## src/rtl/plc_tmr_pkg.sv

```systemverilog
// Package: shared mode encoding for the multi-mode delay timer.
// Assumes: the two-bit mode code is decoded identically by every submodule.
package plc_tmr_pkg;
    typedef enum logic [1:0] {
        TM_ON    = 2'b00,
        TM_OFF   = 2'b01,
        TM_PULSE = 2'b10,
        TM_RSV   = 2'b11
    } tmr_mode_e;
endpackage

```

## src/rtl/tmr_history.sv

```systemverilog
// Module: tmr_history
// Keeps one-edge-old copies of enable and the mode code.
// Produces the enable rising-edge strobe and the mode-change strobe.
// Assumes: enable and mode are synchronous to clk.
module tmr_history (
    input  logic       clk,
    input  logic       rst_n,
    input  logic       enable,
    input  logic [1:0] mode,
    output logic       rise,
    output logic       mode_chg
);
    import plc_tmr_pkg::*;

    logic       en_d;
    logic [1:0] mode_d;

    // Register the previous enable level and mode code on every edge.
    always_ff @(posedge clk) begin
        if (!rst_n) begin
            en_d   <= 1'b0;
            mode_d <= TM_ON;
        end else begin
            en_d   <= enable;
            mode_d <= mode;
        end
    end

    // Strobes derived from the current inputs and their stored copies.
    always_comb begin
        rise     = enable & ~en_d;
        mode_chg = (mode != mode_d);
    end
endmodule

```

## src/rtl/tmr_elapsed.sv

```systemverilog
// Module: tmr_elapsed
// Elapsed-tick counter with clear, tick-gated advance and saturation at
// the terminal count.
// Assumes: clr takes priority over run, and target may change at any edge.
// A count above a lowered target is clamped to that target.
module tmr_elapsed #(
    parameter int CW = 12
) (
    input  logic          clk,
    input  logic          rst_n,
    input  logic          clr,
    input  logic          run,
    input  logic          tick,
    input  logic [CW-1:0] target,
    output logic [CW-1:0] cnt_q,
    output logic [CW-1:0] cnt_nxt
);
    // Next count: clear, clamp, advance on a tick, or hold.
    always_comb begin
        if (clr)
            cnt_nxt = '0;
        else if (cnt_q > target)
            cnt_nxt = target;
        else if (run && tick && (cnt_q < target))
            cnt_nxt = cnt_q + CW'(1);
        else
            cnt_nxt = cnt_q;
    end

    // Count register.
    always_ff @(posedge clk) begin
        if (!rst_n)
            cnt_q <= '0;
        else
            cnt_q <= cnt_nxt;
    end

    // while the target is steady, the count stays within it.
    assert_no_overflow_R9: assert property (@(posedge clk) disable iff (!rst_n)
        $stable(target) |-> (cnt_q <= target));

    // the count rises only by one, and only after a ticked, running edge.
    assert_tick_only_R11: assert property (@(posedge clk) disable iff (!rst_n)
        1'b1 |=> ((cnt_q <= $past(cnt_q)) ||
                  ((cnt_q == $past(cnt_q) + CW'(1)) && $past(tick) && $past(run))));
endmodule

```

## src/rtl/tmr_ctl.sv

```systemverilog
// Module: tmr_ctl
// Per-mode control. It decides whether the count is cleared or running
// and holds the output bit.
// Assumes: cnt_nxt is the counter's next value for the clr/run given here.
// A mode change overrides every mode rule.
module tmr_ctl #(
    parameter int CW = 12
) (
    input  logic          clk,
    input  logic          rst_n,
    input  logic [1:0]    mode,
    input  logic          enable,
    input  logic          rise,
    input  logic          mode_chg,
    input  logic [CW-1:0] target,
    input  logic [CW-1:0] cnt_nxt,
    output logic          clr,
    output logic          run,
    output logic          q
);
    import plc_tmr_pkg::*;

    tmr_mode_e md;
    logic      q_nxt;

    assign md = tmr_mode_e'(mode);

    // Mode rules: clear/run requests and the next output level.
    always_comb begin
        clr   = 1'b0;
        run   = 1'b0;
        q_nxt = 1'b0;
        if (mode_chg) begin
            clr = 1'b1;
        end else begin
            unique case (md)
                TM_ON: begin
                    if (!enable) begin
                        clr = 1'b1;
                    end else begin
                        run   = 1'b1;
                        q_nxt = (cnt_nxt == target);
                    end
                end
                TM_OFF: begin
                    if (enable) begin
                        clr   = 1'b1;
                        q_nxt = 1'b1;
                    end else if (q) begin
                        run   = 1'b1;
                        q_nxt = (cnt_nxt < target);
                    end
                end
                TM_PULSE: begin
                    if (rise) begin
                        clr   = 1'b1;
                        q_nxt = (target != '0);
                    end else if (q) begin
                        run   = 1'b1;
                        q_nxt = (cnt_nxt < target);
                    end
                end
                default: begin
                    clr = 1'b1;
                end
            endcase
        end
    end

    // Output register.
    always_ff @(posedge clk) begin
        if (!rst_n)
            q <= 1'b0;
        else
            q <= q_nxt;
    end

    // an off-delay edge with enable high leaves the output set.
    assert_off_hold_R5: assert property (@(posedge clk) disable iff (!rst_n)
        (md == TM_OFF && !mode_chg && enable) |=> q);

    // a pulse-mode rising edge with a nonzero target fires the output.
    assert_pulse_fire_R6: assert property (@(posedge clk) disable iff (!rst_n)
        (md == TM_PULSE && !mode_chg && rise && target != '0) |=> q);
endmodule

```

## src/rtl/plc_delay_timer.sv

```systemverilog
// Module: plc_delay_timer (top)
// Multi-mode delay timer: on-delay, off-delay or retriggerable pulse,
// counted in external time-base ticks.
// Assumes: tick is one clock wide. The terminal count is
// preset * TICKS_PER_UNIT.
module plc_delay_timer #(
    parameter int PRESET_W       = 8,
    parameter int TICKS_PER_UNIT = 10,
    localparam int CW            = PRESET_W + $clog2(TICKS_PER_UNIT)
) (
    input  logic                clk,
    input  logic                rst_n,
    input  logic                enable,
    input  logic                tick,
    input  logic [PRESET_W-1:0] preset,
    input  logic [1:0]          mode,
    output logic                q,
    output logic [CW-1:0]       elapsed
);
    import plc_tmr_pkg::*;

    localparam logic [CW-1:0] SCALE = CW'(TICKS_PER_UNIT);

    logic          rise;
    logic          mode_chg;
    logic          clr;
    logic          run;
    logic [CW-1:0] target;
    logic [CW-1:0] cnt_nxt;

    // Terminal count in ticks from the unit preset.
    always_comb target = CW'(preset) * SCALE;

    tmr_history u_hist (
        .clk      (clk),
        .rst_n    (rst_n),
        .enable   (enable),
        .mode     (mode),
        .rise     (rise),
        .mode_chg (mode_chg)
    );

    tmr_ctl #(.CW(CW)) u_ctl (
        .clk      (clk),
        .rst_n    (rst_n),
        .mode     (mode),
        .enable   (enable),
        .rise     (rise),
        .mode_chg (mode_chg),
        .target   (target),
        .cnt_nxt  (cnt_nxt),
        .clr      (clr),
        .run      (run),
        .q        (q)
    );

    tmr_elapsed #(.CW(CW)) u_cnt (
        .clk     (clk),
        .rst_n   (rst_n),
        .clr     (clr),
        .run     (run),
        .tick    (tick),
        .target  (target),
        .cnt_q   (elapsed),
        .cnt_nxt (cnt_nxt)
    );

    // a mode change leaves output and count cleared.
    assert_mode_clear_R10: assert property (@(posedge clk) disable iff (!rst_n)
        mode_chg |=> (!q && elapsed == '0));

    // on-delay with enable low drops output and count.
    assert_on_drop_R4: assert property (@(posedge clk) disable iff (!rst_n)
        (mode == TM_ON && !mode_chg && !enable) |=> (!q && elapsed == '0));

    // after an edge in the reserved mode, output and count are zero.
    assert_rsv_low_R8: assert property (@(posedge clk) disable iff (!rst_n)
        (mode == TM_RSV) |=> (!q && elapsed == '0));
endmodule

```

## config.mk

```make
export PLATFORM = sky130hd
export DESIGN_NAME = plc_delay_timer
export DESIGN_NICKNAME = d
export VERILOG_FILES = /design/src/rtl/plc_tmr_pkg.sv /design/src/rtl/tmr_history.sv /design/src/rtl/tmr_elapsed.sv /design/src/rtl/tmr_ctl.sv /design/src/rtl/plc_delay_timer.sv
export SDC_FILE = /design/constraint.sdc
export NUM_CORES = 1
export LEC_CHECK = 0
export BUFFER_PORTS_ARGS = -buffer_cell sky130_fd_sc_hd__buf_2
export CORE_ASPECT_RATIO = 1.5
export CORE_MARGIN = 1.5
export CORE_UTILIZATION = 40
export CTS_CLUSTER_SIZE = 14
export DETAILED_ROUTE_END_ITERATION = 12
export HOLD_SLACK_MARGIN = 0.06
export RECOVER_POWER = 50
export SYNTH_ARGS = -nofsm -noshare
export SYNTH_HDL_FRONTEND = slang
export SYNTH_SLANG_ARGS = --single-unit
export TNS_END_PERCENT = 30
```

## constraint.sdc

```tcl
create_clock -name clk -period 8.1 [get_ports clk]
set_clock_uncertainty 0.15 [all_clocks]
set_input_delay 1.62 -clock clk [delete_from_list [all_inputs] [get_ports clk]]
set_output_delay 1.62 -clock clk [all_outputs]
set_load 0.05 [all_outputs]
```

Word-level counts from Yosys, hierarchy flattened. Cells that the tools add are included.

Add/sub/neg operators: 1. Multipliers: 1. $lt $le $gt $ge: 3. Eq/ne operators: 4. Multiplexer cells: 18. Bitwise gates (word level): 3. Reduce and logical (&&, ||, !) cells: 5.

Operators by type and width (count): 12-bit 2-to-1 mux (3); 12-bit less-than comparator (2); 12-bit by 1-bit adder with 12-bit output (second input constant) (1); 12-bit == test (1); 12-bit > comparator (1); 1-bit 2-to-1 mux (12); 12-bit nonzero test (1); 8-bit by 3-bit multiplier with 11-bit output (second input constant) (1); 1-bit case mux with 3 select lines (3); 2-bit by 1-bit == test with 1-bit output (second input constant) (1); 2-bit == test (second input constant) (1); 1-bit logical AND (2); 2-bit zero test (1); 2-bit inequality test (1); 1-bit NOT (2); 2-bit OR reduction (1); 1-bit AND (1).

Bits in registers: 16. Input port bits: 14. Output and inout bits: 13.

Depth between registers and ports, before layout.
Depth in word-level cells: 14. Mapped depth: 26.

Modules after synthesis. A second synthesis with hierarchy kept.

Cells, all modules: 271. Area, all modules: 2262.2 um^2.

Modules (own cells, without submodules): tmr_elapsed (instances 1, cells each 158, area an instance 1332.5 um^2, sequential area each 240.2 um^2); tmr_ctl (instances 1, cells each 61, area an instance 470.5 um^2, sequential area each 20.0 um^2); plc_delay_timer (instances 1, cells each 42, area an instance 351.6 um^2, sequential area each 0.0 um^2); tmr_history (instances 1, cells each 10, area an instance 107.6 um^2, sequential area each 60.1 um^2).

Worst setup path after synthesis. OpenSTA, ideal clock, no wires.

Path kind: input to register. Start: input port preset[1]. End: register u_ctl.q. Library setup time: 0.095 ns. Arrival time: 6.131 ns. Data required time: 7.855 ns. Path slack: 1.724 ns. Cell stages on the path: 25. Path buffers: 1. Path through: ha_1 -> ha_1 -> fa_1 -> a211o_1 -> a21oi_1 -> inv_1 -> ha_1 -> nand3_1 -> a211o_1 -> o211ai_1 -> maj3_2 -> a211oi_2 -> buf_6 -> nand4_1 -> xnor2_1 -> nor2_1 -> nor3_1 -> ha_1 -> and3_1 -> nand3_1 -> a21oi_1 -> nor3_1 -> a21oi_1 -> a211o_1 -> o311ai_1.

Cells in the longest elaborated chain, start to end: 10. Elaborated cells between the ends (all ways): 15.

Ends and longest elaborated chain: start: declaration (RTL line plc_delay_timer.sv:15) `input logic [PRESET_W-1:0] preset,`; 8-bit by 3-bit multiplier with 11-bit output * (RTL line plc_delay_timer.sv:32) `always_comb target = CW'(preset) * SCALE;`; 12-bit less-than comparator (RTL line tmr_elapsed.sv:24) `else if (run && tick && (cnt_q < target))`; 1-bit logical AND (RTL line tmr_elapsed.sv:24); 12-bit 2-to-1 mux (RTL line tmr_elapsed.sv:24); 12-bit 2-to-1 mux * (RTL line tmr_elapsed.sv:22) `else if (cnt_q > target)`; 12-bit 2-to-1 mux * (RTL line tmr_elapsed.sv:20) `if (clr)`; net cnt_nxt[6] (RTL line plc_delay_timer.sv:29) `logic [CW-1:0] cnt_nxt;`; 12-bit less-than comparator (RTL line tmr_ctl.sv:51, tmr_ctl.sv:60); 1-bit 2-to-1 mux (RTL line tmr_ctl.sv:49, tmr_ctl.sv:58); 1-bit 2-to-1 mux (on tied branches) (RTL line tmr_ctl.sv:55, tmr_ctl.sv:46); 1-bit case mux with 3 select lines * (RTL line tmr_ctl.sv:36) `unique case (md)`; end signal: assignment (RTL line tmr_ctl.sv:75) `q <= q_nxt;`; end: declaration (RTL line tmr_ctl.sv:19) `output logic q`.

Mark *: on every way through the listed nets, which the timed path passes. The rest lies on a longest branch. A chain may end at the register's enable or synchronous reset.

Final worst setup path. Ends and elaborated chain as after synthesis.

==> results.md <==
- Outcome: complete, no violations
- CTS tree: built
- Remaining antenna violation count: 0
- Fraction of final layout cells sized beyond drive strength 1: approximately a tenth
- Root Buffer: clkbuf_8
- R2r setup slk: approximately 4000 ps
- Avg WL per Cell: 16.3 um
- Post-synthesis instance area: 2010 um2
- Effective utilization at floorplan: around 41%
- Transition time at the pin with the least slew margin: a little over 700 ps
- Critical path capture point type: register
- Mean post-synth cell area: 8.04 um2
- Maximum number of pins on one net before global-route repair: 15
- Sum of buffers and inverters on the critical path: 2
- Final Wtd Congestion: ~0.91
- Slowest Stage Delay on Critical Path: 530 ps
- Main flop type after synthesis: dfxtp_1
- Die boundary width: 60.9 um
- Worst path most repeated cell: ha_1
- Startpoint-to-endpoint class of the critical path: in2reg
- Cell accounting for the most synthesized area: ha_1
- Setup TNS: 0 ps
- RR Startpoint: u_cnt.cnt_q[3]
- Tot GR Track Use: between 20% and 30%
- Total of fill cells in the finished design: 531
- Count of flip-flops with a built-in enable after synthesis: 0
- Post-CTS clock slew at the launch and capture registers of the worst setup and hold paths: 70 ps
- Proportion of register bits with asynchronous set or reset after synthesis: 0%
- DRT Wirelength: 5.53 mm
- Row Count: 31
- Hold-fix buffers at CTS: 0
- Number of antenna repair diodes: 0
- Sink Count: 16
- Maximum buffer depth of the clock tree: 2
- Post-route cell area: around 2200 um2
- Clock latency on the worst-skew pair: 260 ps
- Arrival time of the worst setup path: 6790 ps
- Post-CTS Setup Bufs: 0
- Number of primary I/O pins: 27
- Number of global-route vias before repair: 1900
- Endpoints failing setup: 0
- Maximum resistive drop on vdd: just over 40 uV
- Growth of design area from synthesis to finish: 10.6%
- Remaining DRCs: 0
- Number of clock buffers inserted by TritonCTS: 3
- Source of the critical timing path: preset[1]
- Cell family contributing the most delay on the critical path: compound AO/OA/AOI/OAI gates
- Inst Count DP: around 340
- Non-filler instance count after layout: 339
- Maximum clock frequency: 148 MHz
- Syn_nets: slightly below 300
- Final critical delay including setup and external delays: 6770 ps
- RSZ-0062 raised after global routing: false
- Initial antenna violation count: 0
- H-tree levels: 1
- Critical path peak fanout: 5
- Hold WC Path Type: reg2reg
- Storage element area: 320 um2
- Resized Gates After CTS: 0
- Leftover overflow at the end of global routing: 0
- Hold path startpoint: u_ctl.q
- Slowest CP cell: a2111oi_4
- Synthesized instance count: 250
- Portion of synthesized cell area occupied by the leading cell type: 19.9%
- Ratio of routed vias to standard cells: 5.94
- Period utilisation layout: ~84%
- Port Buf Inserts: 26
- Slew Limit Headroom: roughly 52%
- Total power per unit cell area: 103 nW/um2
- Number of distinct standard cells referenced by the synthesized netlist: about 50
- First-pass GRT wire length: 9.13 mm
- Total count of hold-check failures in the final report: 0
- Core Region: 4850 um2
- Kind of start point of the critical path: input pin
- Count of final max-slew check failures: 0
- Final Net Count: approximately 320
- Total via count in the routed design: 2013
- Most area-consuming cells after synthesis: ha_1 20%, dfxtp_1 16%, xnor2_1 5.7%
- Multi-input gate area: between 1500 and 2000 um2
- Worst EP required: 8120 ps
- Part of the Yosys area used for sequential elements: 15.9%
- Area of the die: 5470 um2
- Leakage power: 0.000924 uW
- Pre-Repair DR Iteration Count: 4
- Die Y-Extent: 89.8 um
- Number of warning messages in the yosys log: 0
- Initial DRC Count: ~100
- Total half-perimeter wirelength after legalization and detailed placement: 4.36 mm
- Area post-placement: 2200 um2
- Max-cap check violation count: 0
- Flops & latches, synth: 16
-- routing by layer --
metal / up-vias / share of wire [%] / global-route usage (%)
met5: - / 0 / 0
met4: 0 / 1.6 / 6.52
met3: 5 / 3.7 / 0.863
met2: 49 / 52 / 37.0
met1: 962 / 43 / 28.2
li1: 997 / - / -
-- registers in the layout, indices dropped and copies added (netlist names) --
register and cells:
u_hist.en_d 1, u_cnt.cnt_q 12, u_hist.mode_d 2, u_ctl.q 1
-- logic make-up after synthesis --
| family | count (synthesis) | share of synthesized area (%) |
|---|---|---|
| simple gates | 103 | 27.2 |
| compound gates | 60 | 24.2 |
| fa+ha+maj | 35 | 22.0 |
| buf+inv | 22 | 4.48 |
| flops | 16 | 15.9 |
| xor+xnor | 13 | 5.67 |
| mux | 1 | 0.498 |
-- final cells by class --
class	instances	share of cell area, %
multi-input combinational	212	72.0
timing repair buffer	27	5.52
clock buffer	3	1.86
sequential	16	14.4
tap	66	3.72
inverter	15	2.53
-- cells in the final DEF, fill, tap and decap left out, types with 2 or more instances in the layout --
| cell type | netlist | routed |
|---|---|---|
| a2111oi_0 | 2 | 2 |
| a2111oi_4 | 2 | 2 |
| a211o_1 | 7 | 7 |
| a211oi_1 | 5 | 5 |
| a21boi_0 | 2 | 2 |
| a21o_1 | 6 | 6 |
| a21oi_1 | 12 | 12 |
| a21oi_2 | 2 | 2 |
| a311oi_1 | 2 | 2 |
| and2_1 | 8 | 7 |
| and3_1 | 6 | 6 |
| and4_1 | 2 | 2 |
| buf_2 | 0 | 14 |
| clkbuf_1 | 6 | 12 |
| clkbuf_8 | 0 | 3 |
| dfxtp_1 | 16 | 16 |
| ha_1 | 32 | 32 |
| inv_1 | 15 | 15 |
| nand2_1 | 10 | 10 |
| nand2b_1 | 3 | 3 |
| nand3_1 | 7 | 7 |
| nand3b_1 | 3 | 3 |
| nand4_1 | 6 | 6 |
| nor2_1 | 24 | 24 |
| nor2b_1 | 3 | 3 |
| nor3_1 | 21 | 21 |
| nor3b_1 | 4 | 4 |
| nor4_1 | 3 | 3 |
| o21a_1 | 3 | 3 |
| o21ai_0 | 4 | 4 |
| o311ai_1 | 2 | 2 |
| xnor2_1 | 13 | 13 |
-- final timing paths --
kind / to / cells after the start
worst min-delay path: u_ctl.q / 2
worst min register to register: u_ctl.q / 2
worst max register to register: u_ctl.q / 18
worst max-delay path: u_ctl.q / 25
-- where the power goes --
part	switching, uW	internal (uW)
logic	52.5	32.3
registers	0.952	79.6
clock network	30.7	33.2
-- worst register-to-register path: cells and delay by family, from the launching register on --
family	cells	cell delay (ps)
AOI/OAI and AO/OA	10	1870
adders and majority gates	3	930
and+or+nand+nor	4	450
DFF	1	420
xor gates and xnor gates	1	160
-- synth_stat cells (2+ instances only) --
| master | count |
|---|---|
| nand4_1 | 6 |
| and2_1 | 8 |
| a2111oi_0 | 2 |
| nand3b_1 | 3 |
| a21boi_0 | 2 |
| nor3_1 | 21 |
| and3_1 | 6 |
| xnor2_1 | 13 |
| clkbuf_1 | 6 |
| a211oi_1 | 5 |
| inv_1 | 15 |
| nand3_1 | 7 |
| nand2b_1 | 3 |
| a21o_1 | 6 |
| nor3b_1 | 4 |
| o21a_1 | 3 |
| dfxtp_1 | 16 |
| a21oi_1 | 12 |
| nand2_1 | 10 |
| nor2b_1 | 3 |
| o311ai_1 | 2 |
| a311oi_1 | 2 |
| o21ai_0 | 4 |
| nor4_1 | 3 |
| a21oi_2 | 2 |
| a211o_1 | 7 |
| ha_1 | 32 |
| a2111oi_4 | 2 |
| nor2_1 | 24 |
| and4_1 | 2 |
-- per-stage QoR --
stage	hold slack, ps	total power, uW	setup WS [ps]	utilization (%)
2_1_floorplan	592	144	1720	-
3_3_place_gp	487	167	1150	45.3
3_5_place_dp	491	167	1070	45.3
4_1_cts	503	231	1330	46.1
5_1_grt	559	245	811	45.8
6_report	503	229	1330	45.8
Note: power is estimated with default switching activity, not from simulation.
